--- src/rtl/ingress_pkg.sv ---
package ingress_pkg;
  localparam int SAMPLE_W = 16;
  localparam int NBUS     = 4;
  localparam int MAX_CH   = 8;
  localparam int SRC_W    = 3;
  localparam int DLY_W    = $clog2(MAX_CH);
  localparam int FPM_W    = 3;
  localparam int ADDR_W   = 3;

  typedef enum logic [1:0] {
    FMT_TWOS   = 2'd0,
    FMT_OFFSET = 2'd1,
    FMT_FLOAT  = 2'd2,
    FMT_RSVD   = 2'd3
  } fmt_e;

  typedef enum logic [ADDR_W-1:0] {
    A_SRC  = 3'd0,
    A_MODE = 3'd1,
    A_DLY  = 3'd2,
    A_FMT  = 3'd3,
    A_FPM  = 3'd4,
    A_TEST = 3'd5
  } cfg_addr_e;

  typedef struct packed {
    logic [SRC_W-1:0]    src;
    logic                interp;
    logic [DLY_W-1:0]    dly;
    fmt_e                fmt;
    logic [FPM_W-1:0]    fp_mode;
    logic [SAMPLE_W-1:0] test_word;
  } cfg_t;
endpackage

--- src/rtl/ingress_cfg.sv ---
module ingress_cfg
  import ingress_pkg::*;
(
  input  logic                clk_i,
  input  logic                rst_ni,
  input  logic                we_i,
  input  logic [ADDR_W-1:0]   addr_i,
  input  logic [SAMPLE_W-1:0] wdata_i,
  output cfg_t                cfg_o
);
  cfg_t cfg_q;

  always_ff @(posedge clk_i or negedge rst_ni) begin
    if (!rst_ni) begin
      cfg_q <= '0;
    end else if (we_i) begin
      case (addr_i)
        A_SRC:  cfg_q.src       <= wdata_i[SRC_W-1:0];
        A_MODE: cfg_q.interp    <= wdata_i[0];
        A_DLY:  cfg_q.dly       <= wdata_i[DLY_W-1:0];
        A_FMT:  cfg_q.fmt       <= fmt_e'(wdata_i[1:0]);
        A_FPM:  cfg_q.fp_mode   <= wdata_i[FPM_W-1:0];
        A_TEST: cfg_q.test_word <= wdata_i;
        default: ;
      endcase
    end
  end

  assign cfg_o = cfg_q;
endmodule

--- src/rtl/ingress_srcmux.sv ---
module ingress_srcmux
  import ingress_pkg::*;
#(
  parameter int N  = NBUS,
  parameter int DW = SAMPLE_W
) (
  input  logic [N-1:0][DW-1:0] bus_i,
  input  logic [DW-1:0]        test_i,
  input  logic [SRC_W-1:0]     sel_i,
  output logic [DW-1:0]        data_o
);
  localparam int IW = $clog2(N);

  always_comb begin
    data_o = test_i;
    for (int k = 0; k < N; k++) begin
      if (sel_i == SRC_W'(k)) data_o = bus_i[k];
    end
  end

  logic unused_iw;
  assign unused_iw = (IW > 0);
endmodule

--- src/rtl/ingress_tdm.sv ---
module ingress_tdm
  import ingress_pkg::*;
#(
  parameter int DW = SAMPLE_W,
  parameter int CH = MAX_CH,
  localparam int DW_L = $clog2(CH)
) (
  input  logic            clk_i,
  input  logic            rst_ni,
  input  logic            sync_i,
  input  logic            en_ni,
  input  logic            interp_i,
  input  logic [DW_L-1:0] dly_i,
  input  logic [DW-1:0]   data_i,
  output logic [DW-1:0]   algn_o,
  output logic            ld_o
);
  logic          armed_q;
  logic          en_act;
  logic [CH-1:1] dq;
  logic [CH-1:0] taps;
  logic          tap;
  logic          cap, realign;
  logic [DW-1:0] sel_d, sel_q, algn_q;
  logic          ld_q;

  always_ff @(posedge clk_i or negedge rst_ni) begin
    if (!rst_ni) armed_q <= 1'b0;
    else if (sync_i) armed_q <= 1'b1;
  end

  assign en_act = armed_q & ~en_ni;

  // enable delay line, one tap per TDM slot
  always_ff @(posedge clk_i or negedge rst_ni) begin
    if (!rst_ni) dq[1] <= 1'b0;
    else dq[1] <= en_act;
  end

  for (genvar i = 2; i < CH; i++) begin : g_dly
    always_ff @(posedge clk_i or negedge rst_ni) begin
      if (!rst_ni) dq[i] <= 1'b0;
      else dq[i] <= dq[i-1];
    end
  end

  assign taps    = {dq, en_act};
  assign tap     = taps[dly_i];
  assign cap     = interp_i ? armed_q : tap;
  assign realign = interp_i ? armed_q : en_act;
  assign sel_d   = (interp_i && !tap) ? '0 : data_i;

  always_ff @(posedge clk_i or negedge rst_ni) begin
    if (!rst_ni) begin
      sel_q  <= '0;
      algn_q <= '0;
      ld_q   <= 1'b0;
    end else begin
      if (cap) sel_q <= sel_d;
      if (realign) algn_q <= sel_q;
      ld_q <= realign;
    end
  end

  assign algn_o = algn_q;
  assign ld_o   = ld_q;
endmodule

--- src/rtl/ingress_fmt.sv ---
module ingress_fmt
  import ingress_pkg::*;
#(
  parameter int DW = SAMPLE_W
) (
  input  logic             clk_i,
  input  logic             rst_ni,
  input  logic [DW-1:0]    din_i,
  input  logic             ld_i,
  input  fmt_e             fmt_i,
  input  logic [FPM_W-1:0] fpm_i,
  output logic [DW-1:0]    smp_o,
  output logic             vld_o
);
  logic [DW-1:0] mant, conv;
  logic [2:0]    e, sat, sh;

  always_comb begin
    if (fpm_i == '0) begin
      mant = {din_i[DW-1:2], 2'b00};
      e    = {1'b0, din_i[1:0]};
      sat  = 3'd3;
    end else begin
      mant = {din_i[DW-1:3], 3'b000};
      e    = din_i[2:0];
      sat  = (fpm_i >= 3'd4) ? 3'd7 : fpm_i[2:0] + 3'd3;
    end
    sh = (e > sat) ? sat : e;
    unique case (fmt_i)
      FMT_OFFSET: conv = {~din_i[DW-1], din_i[DW-2:0]};
      FMT_FLOAT:  conv = $signed(mant) >>> sh;
      default:    conv = din_i;
    endcase
  end

  always_ff @(posedge clk_i or negedge rst_ni) begin
    if (!rst_ni) begin
      smp_o <= '0;
      vld_o <= 1'b0;
    end else begin
      if (ld_i) smp_o <= conv;
      vld_o <= ld_i;
    end
  end
endmodule

--- src/rtl/ddc_ingress.sv ---
module ddc_ingress
  import ingress_pkg::*;
(
  input  logic                clk_i,
  input  logic                rst_ni,
  input  logic [SAMPLE_W-1:0] bus_a_i,
  input  logic [SAMPLE_W-1:0] bus_b_i,
  input  logic [SAMPLE_W-1:0] bus_c_i,
  input  logic [SAMPLE_W-1:0] bus_d_i,
  input  logic                en_ni,
  input  logic                sync_i,
  input  logic                cfg_we_i,
  input  logic [ADDR_W-1:0]   cfg_addr_i,
  input  logic [SAMPLE_W-1:0] cfg_wdata_i,
  output logic [SAMPLE_W-1:0] smp_o,
  output logic                vld_o
);
  cfg_t                          cfg_q;
  logic [NBUS-1:0][SAMPLE_W-1:0] buses;
  logic [SAMPLE_W-1:0]           src_data, algn;
  logic                          ld;

  assign buses = {bus_d_i, bus_c_i, bus_b_i, bus_a_i};

  ingress_cfg u_cfg (
    .clk_i   (clk_i),
    .rst_ni  (rst_ni),
    .we_i    (cfg_we_i),
    .addr_i  (cfg_addr_i),
    .wdata_i (cfg_wdata_i),
    .cfg_o   (cfg_q)
  );

  ingress_srcmux #(.N(NBUS), .DW(SAMPLE_W)) u_mux (
    .bus_i  (buses),
    .test_i (cfg_q.test_word),
    .sel_i  (cfg_q.src),
    .data_o (src_data)
  );

  ingress_tdm #(.DW(SAMPLE_W), .CH(MAX_CH)) u_tdm (
    .clk_i    (clk_i),
    .rst_ni   (rst_ni),
    .sync_i   (sync_i),
    .en_ni    (en_ni),
    .interp_i (cfg_q.interp),
    .dly_i    (cfg_q.dly),
    .data_i   (src_data),
    .algn_o   (algn),
    .ld_o     (ld)
  );

  ingress_fmt #(.DW(SAMPLE_W)) u_fmt (
    .clk_i  (clk_i),
    .rst_ni (rst_ni),
    .din_i  (algn),
    .ld_i   (ld),
    .fmt_i  (cfg_q.fmt),
    .fpm_i  (cfg_q.fp_mode),
    .smp_o  (smp_o),
    .vld_o  (vld_o)
  );
endmodule

--- config.mk ---
export PLATFORM = sky130hd
export DESIGN_NAME = ddc_ingress
export DESIGN_NICKNAME = d
export VERILOG_FILES = /design/src/rtl/ingress_pkg.sv /design/src/rtl/ingress_cfg.sv /design/src/rtl/ingress_srcmux.sv /design/src/rtl/ingress_tdm.sv /design/src/rtl/ingress_fmt.sv /design/src/rtl/ddc_ingress.sv
export SDC_FILE = /design/constraint.sdc
export NUM_CORES = 1
export LEC_CHECK = 0
export ABC_CLOCK_PERIOD_IN_PS = 3500
export CAP_MARGIN = 40
export CORE_ASPECT_RATIO = 0.9
export CORE_MARGIN = 2
export CORE_UTILIZATION = 40
export CTS_CLUSTER_DIAMETER = 200
export DETAILED_ROUTE_END_ITERATION = 12
export GPL_TIMING_DRIVEN = 1
export PLACE_DENSITY = 0.64
export SYNTH_ARGS = -nofsm -noshare
export SYNTH_HDL_FRONTEND = slang
export SYNTH_SLANG_ARGS = --single-unit
--- constraint.sdc ---
create_clock -name clk_i -period 3.5 [get_ports clk_i]
set_clock_uncertainty 0.2 [all_clocks]
set_input_delay 0.525 -clock clk_i [delete_from_list [all_inputs] [get_ports clk_i]]
set_output_delay 0.525 -clock clk_i [all_outputs]
set_load 0.02 [all_outputs]
Yosys cells after proc, flatten, opt, wreduce, memory -nomap -nowiden

Cells that the tools add are included.

Add/subtract/negate cells: 1
Equality and inequality tests: 10
Bitwise operators: 3
Mux-type cells: 15
$lt $le $gt $ge: 3
Reductions and logical operators: 11
Shift-type cells: 1

Operators with widths:

| operator                                                  | count |
|---|---|
| 2-to-1 mux 16 bit                                         | 5 |
| case mux 16 bit (2 select lines)                          | 1 |
| >>> shifter 16 x 3 -> 16 bit                              | 1 |
| 2-to-1 mux 3 bit                                          | 5 |
| equality test 3 x 2 -> 1 bit (second input constant)      | 4 |
| AND reduction 2 bit                                       | 6 |
| logical NOT 3 bit                                         | 3 |
| equality test 3 x 1 -> 1 bit (second input constant)      | 2 |
| equality test 3 bit (second input constant)               | 2 |
| < comparator 3 x 4 -> 1 bit (second input constant)       | 1 |
| adder 3 x 2 -> 3 bit (second input constant)              | 1 |
| binary-select mux 1 bit (select 3 bit)                    | 1 |
| greater-or-equal comparator 3 bit (second input constant) | 1 |
| greater-than comparator 3 bit                             | 1 |
| 2-to-1 mux 1 bit                                          | 3 |
| equality test 2 x 1 -> 1 bit (second input constant)      | 1 |
| equality test 2 bit (second input constant)               | 1 |
| NOT 1 bit                                                 | 2 |
| AND 1 bit                                                 | 1 |
| logical AND 1 bit                                         | 1 |
| logical NOT 1 bit                                         | 1 |

Word-level logic and storage cells: 63
Input bits: 88
Output and inout port bits: 17
Bits in registers: 86

Logic depth before layout (Yosys ltp)

Word-level depth: 7
Mapped depth: 15
Gate-level depth less buffers: 13

Hierarchy

Synthesis repeated with hierarchy kept, for this count alone.

Cell total of the unflattened synthesis: 450
Area, all modules: 5013.6 um^2

By module, submodules not included:

| module         | area an instance (um^2) | instances | cells each | seq. area each (um^2) |
|---|---|---|---|---|
| ingress_fmt    | 1646.6                  | 1         | 202        | 425.4 |
| ingress_tdm    | 1515.2                  | 1         | 93         | 1026.0 |
| ingress_cfg    | 1147.4                  | 1         | 63         | 700.7 |
| ingress_srcmux | 704.4                   | 1         | 92         | 0.0 |

Worst setup path after synthesis

No wires, ideal clock.

Path kind: register to register
Start point: register u_cfg.cfg_o[16] (netlist name)
End point: register u_fmt.smp_o[9]
Arrival time: 2.535 ns
Stages on the path, launching flop included: 15
Setup slack: 0.611 ns
Period minus slack after synthesis: 2.889 ns
Cell sequence: dfrtp_1 > inv_1 > ha_1 > nand2b_1 > nand2_1 > inv_1 > ha_1 > nand2_2 > o21a_1 > nor3b_2 > or2_1 > buf_6 > mux2_2 > o21ai_1 > a41oi_2

Cells in the longest elaborated chain, start to end: 7
Elaborated cells between the ends (all ways): 11

RTL lines:

| element                                                                   | RTL line          | RTL |
|---|---|---|
| adder 3 x 2 -> 3 bit or greater-or-equal comparator 3 bit (tied branches) | ingress_fmt.sv:26 | `sat = (fpm_i >= 3'd4) ? 3'd7 : fpm_i[2:0] + 3'd3;` |
| 2-to-1 mux 3 bit                                                          | ingress_fmt.sv:26 |  |
| 2-to-1 mux 3 bit                                                          | ingress_fmt.sv:19 | `if (fpm_i == '0) begin` |
| greater-than comparator 3 bit                                             | ingress_fmt.sv:28 | `sh = (e > sat) ? sat : e;` |
| 2-to-1 mux 3 bit                                                          | ingress_fmt.sv:28 |  |
| >>> shifter 16 x 3 -> 16 bit *                                            | ingress_fmt.sv:31 | `FMT_FLOAT: conv = $signed(mant) >>> sh;` |
| case mux 16 bit (2 select lines) *                                        | ingress_fmt.sv:29 | `unique case (fmt_i)` |
| to (signal assigned)                                                      | ingress_fmt.sv:41 | `if (ld_i) smp_o <= conv;` |
| to (decl)                                                                 | ingress_fmt.sv:12 | `output logic [DW-1:0] smp_o,` |

Mark *: on every way between the ends. The rest lies on a longest branch, timed or not.
A chain may end at the register's enable or synchronous reset.

Final worst setup path

Start point: register u_cfg.cfg_o[16] (netlist name)
End point: register u_fmt.smp_o[3]

Cells in the longest elaborated chain, start to end: 7
Elaborated cells between the ends (all ways): 11

RTL lines:

| element                                                                   | RTL line |
|---|---|
| adder 3 x 2 -> 3 bit or greater-or-equal comparator 3 bit (tied branches) | ingress_fmt.sv:26 |
| 2-to-1 mux 3 bit                                                          | ingress_fmt.sv:26 |
| 2-to-1 mux 3 bit                                                          | ingress_fmt.sv:19 |
| greater-than comparator 3 bit                                             | ingress_fmt.sv:28 |
| 2-to-1 mux 3 bit                                                          | ingress_fmt.sv:28 |
| >>> shifter 16 x 3 -> 16 bit *                                            | ingress_fmt.sv:31 |
| case mux 16 bit (2 select lines) *                                        | ingress_fmt.sv:29 |

Marks and branches as above.

==> load_flow_metrics.sql <==
INSERT INTO impl_metrics (metric_group, metric, value, unit) VALUES
('run_status', 'outcome', 'finished, final reports clean', ''),
('clock_tree', 'clk-insertion-delay-late', '0.34', 'ns'),
('detailed_routing', 'drt-vias-per-instance', '5.28', ''),
('detailed_routing', 'detailedRoute.firstIterationViolations', '251', ''),
('yosys', 'yosys.area.top_type', 'sky130_fd_sc_hd__dfrtp_1', ''),
('critical_path', 'timing.critical_path.from_type', 'flip-flop', ''),
('floorplanning', 'die_y', '108', 'um'),
('yosys', 'synth_flop_cell', 'sky130_fd_sc_hd__dfrtp_1', ''),
('yosys', 'netlist-cell-type-count', '54', ''),
('yosys', 'synthCells', '480', ''),
('clock_tree', 'cts_htree_levels', '3', ''),
('floorplanning', 'horiz_die_dim', '120', 'um'),
('critical_path', 'critical_path_peak_fanout', '12', ''),
('critical_path', 'worstSetupEndpointType', 'flip-flop', ''),
('timing', 'min_period_over_period', '0.944', ''),
('floorplanning', 'initial_utilization', '0.415', ''),
('yosys', 'synth.cell_area', '4800', 'um^2'),
('timing', 'timing_worst_slew_pin_value', '0.880', 'ns'),
('floorplanning', 'core_area', '11600', 'um^2'),
('grt', 'antenna_found_initial', '0', ''),
('placement', 'buffer_ports.inserted', '104', ''),
('finish', 'layout-area-overhead-vs-synth', '31.8', '%'),
('detailed_routing', 'wl_per_cell', '16.1', 'um'),
('placement', 'dp_hpwl', '9140', 'um'),
('yosys', 'synth.yosys.seq_area_share', '0.448', ''),
('timing', 'finalHoldViolCount', '0', ''),
('detailed_routing', 'met2_wirelength', '5520', 'um'),
('timing', 'max_clock_freq', '303', 'MHz'),
('yosys', 'yosysWarningCount', '0', ''),
('yosys', 'share_of_synthesized_registers_carrying_an_async_set_or_reset', '1.00', ''),
('clock_tree', 'cts-buffers-inserted', '9', ''),
('placement', 'place_congestion', '0.852', ''),
('yosys', 'synthDominantCellAreaShare', '0.448', ''),
('yosys', 'number_of_enable_type_register_cells_in_the_synthesized_netlist', '0', ''),
('critical_path', 'critical_path_required', '3.56', 'ns'),
('timing', 'final_setup_viols', '0', ''),
('clock_tree', 'tritoncts', 'built', ''),
('timing', 'slew_viol_final', '0', ''),
('clock_tree', 'clock_sinks', '86', ''),
('grt', 'track_usage', '0.197', ''),
('hold_path', 'min_path_cells', '0', ''),
('critical_path', 'setup.reg_to_reg.worst_slack', '0.20', 'ns'),
('finish', 'layout.cell_area.non_filler', '6330', 'um^2'),
('detailed_routing', 'postRouteAntennaNets', '0', ''),
('timing', 'post-route-worst-setup-slack', '0.197', 'ns'),
('grt', 'grt.overflow.total', '0', ''),
('yosys', 'synth.area.top_cells', 'sky130_fd_sc_hd__dfrtp_1, sky130_fd_sc_hd__mux2_2, sky130_fd_sc_hd__nand2_1', ''),
('detailed_routing', 'detail_route.wirelength.met1', '5420', 'um'),
('grt', 'global_route_wire_length_before_repair', '20100', 'um'),
('yosys', 'synth.top_cells.by_count', 'sky130_fd_sc_hd__nand2_1, sky130_fd_sc_hd__dfrtp_1, sky130_fd_sc_hd__mux2_2', ''),
('hold_path', 'worstHoldStart', 'u_tdm.dq[4]', ''),
('timing', 'finalWorstPathRequiredPeriod', '3.30', 'ns'),
('floorplanning', 'dieArea', '12900', 'um^2'),
('detailed_routing', 'detailroute.via_count', '3893', ''),
('clock_tree', 'clkTransAtPathRegs', '0.06', 'ns'),
('yosys', 'ys_ff_latch', '86', ''),
('grt', 'number_of_global_route_vias_before_repair', '4150', ''),
('critical_path', 'launch_instance_of_the_worst_register_to_register_path', 'u_cfg.cfg_o[16]', ''),
('power', 'power_leakage', '2.69', 'nW'),
('yosys', 'syn_area_per_cell', '10.0', 'um^2'),
('placement', 'post_dp_cell_area', '5980', 'um^2'),
('critical_path', 'regToRegEndpoint', 'u_fmt.smp_o[3]', ''),
('hold_path', 'hp-class', 'reg2reg', ''),
('yosys', 'syn_nets', '575', ''),
('critical_path', 'worstPathArrival', '3.36', 'ns'),
('clock_tree', 'root_buffer', 'sky130_fd_sc_hd__clkbuf_16', ''),
('detailed_routing', 'wl_met3', '746', 'um'),
('yosys', 'cell_with_the_most_instances_after_synthesis', 'sky130_fd_sc_hd__nand2_1', ''),
('detailed_routing', 'drt-total-wl', '11900', 'um'),
('run', 'maxCapViolations', '0', ''),
('critical_path', 'crit_type', 'reg2reg', '');
[power by group]
part	switching, mW	internal, mW	leakage [nW]	total, mW
Sequential	0.319	1.33	1.07	1.65
Combinational	1.08	0.979	1.46	2.06
Clock	0.384	0.683	0.166	1.07
[metrics by stage]
step | setup TNS [ns] | std cells | hold slack, ns | utilization | total power [mW]
floorplan | 0 | 480 | 0.0294 | - | 3.08
global placement | 0 | 718 | 0.155 | 0.513 | 3.64
detailed placement | 0 | 720 | 0.159 | 0.517 | 3.71
CTS | 0 | 737 | 0.177 | 0.546 | 4.79
global route | -0.0313 | 737 | 0.187 | 0.547 | 5.10
finish | 0 | 737 | 0.173 | 0.547 | 4.77
[cell families (layout without fill, tap and decap cells)]
logic type,count (synthesis),count (layout),share of synthesized area
multiplexers,78,78,0.189
adder cells (fa/ha/maj),7,7,0.0182
AND/OR/NAND/NOR,161,161,0.146
buffers and inverters,42,143,0.0422
flip-flops,86,86,0.448
AO/OA/AOI/OAI,106,106,0.157
[how the worst max path moves through the flow]
stage                          from              to  slack, ns  cells past startpoint
floorplan           u_cfg.cfg_o[16]  u_fmt.smp_o[9]       0.61                     14
global placement    u_cfg.cfg_o[16]  u_fmt.smp_o[5]       0.40                     14
detailed placement  u_cfg.cfg_o[16]  u_fmt.smp_o[5]       0.21                     14
CTS                 u_cfg.cfg_o[16]  u_fmt.smp_o[5]       0.19                     14
global route        u_cfg.cfg_o[16]  u_fmt.smp_o[8]      -0.01                     14
finish              u_cfg.cfg_o[16]  u_fmt.smp_o[3]       0.20                     14
[worst max-delay path: stages (launching register included)]
cell	delay (ns)
sky130_fd_sc_hd__dfrtp_1	0.36
sky130_fd_sc_hd__inv_1	0.12
sky130_fd_sc_hd__ha_1	0.24
sky130_fd_sc_hd__nand2b_1	0.09
sky130_fd_sc_hd__nand2_1	0.13
sky130_fd_sc_hd__inv_1	0.07
sky130_fd_sc_hd__ha_1	0.35
sky130_fd_sc_hd__a21oi_4	0.22
sky130_fd_sc_hd__o21a_1	0.24
sky130_fd_sc_hd__nor3b_2	0.08
sky130_fd_sc_hd__or2_1	0.27
sky130_fd_sc_hd__buf_4	0.22
sky130_fd_sc_hd__nand2b_1	0.19
sky130_fd_sc_hd__o22a_1	0.24
sky130_fd_sc_hd__a41oi_2	0.19
[cells in the final DEF (no fill, tap or decap), types with 3 or more instances in the layout]
cell | netlist | routed
sky130_fd_sc_hd__nand3_1 | 4 | 4
sky130_fd_sc_hd__clkbuf_16 | 0 | 9
sky130_fd_sc_hd__a41oi_2 | 7 | 7
sky130_fd_sc_hd__mux2i_1 | 25 | 25
sky130_fd_sc_hd__inv_1 | 11 | 11
sky130_fd_sc_hd__o31ai_1 | 15 | 15
sky130_fd_sc_hd__nor2_1 | 17 | 17
sky130_fd_sc_hd__clkbuf_8 | 0 | 3
sky130_fd_sc_hd__mux4_2 | 3 | 3
sky130_fd_sc_hd__mux2_2 | 44 | 44
sky130_fd_sc_hd__buf_4 | 4 | 9
sky130_fd_sc_hd__nand2b_1 | 6 | 6
sky130_fd_sc_hd__o21ai_1 | 3 | 3
sky130_fd_sc_hd__a21oi_1 | 4 | 4
sky130_fd_sc_hd__o22ai_1 | 16 | 16
sky130_fd_sc_hd__ha_1 | 7 | 7
sky130_fd_sc_hd__nand2_1 | 114 | 114
sky130_fd_sc_hd__o21ai_0 | 43 | 43
sky130_fd_sc_hd__nor3b_1 | 3 | 3
sky130_fd_sc_hd__dfrtp_1 | 86 | 86
sky130_fd_sc_hd__clkdlybuf4s50_1 | 0 | 103
sky130_fd_sc_hd__o22a_1 | 3 | 3
[cell type report]
| class | count | area [um^2] |
|---|---|---|
| Fill cell | 1070 | 5240 |
| Multi-Input combinational cell | 352 | 2460 |
| Sequential cell | 86 | 2150 |
| Timing Repair Buffer | 115 | 1150 |
| Clock buffer | 13 | 270 |
| Tap cell | 156 | 195 |
| Clock inverter | 3 | 65.1 |
| Inverter | 12 | 45.0 |
[sequential cells by signal (all words and copies together) (netlist names)]
| name | flops |
|---|---|
| u_tdm.armed_q | 1 |
| u_tdm.sel_q | 16 |
| u_fmt.vld_o | 1 |
| u_tdm.ld_o | 1 |
| u_tdm.algn_o | 16 |
| u_fmt.smp_o | 16 |
| u_tdm.dq | 7 |
| u_cfg.cfg_o | 28 |
[routing by layer]
| metal | up-vias | global-route usage |
|---|---|---|
| met4 | 0 | 0.0790 |
| met5 | - | 0 |
| li1 | 1893 | - |
| met1 | 1860 | 0.254 |
| met3 | 15 | 0.0454 |
| met2 | 125 | 0.324 |
[timing repair]
action                                 CTS  global route
buffers inserted                         0             0
endpoints found under the hold margin   22             0
resized for setup                        0             2
setup endpoints to repair                0             1
hold buffers                             1             0
Note: power is estimated with default switching activity, not from simulation.
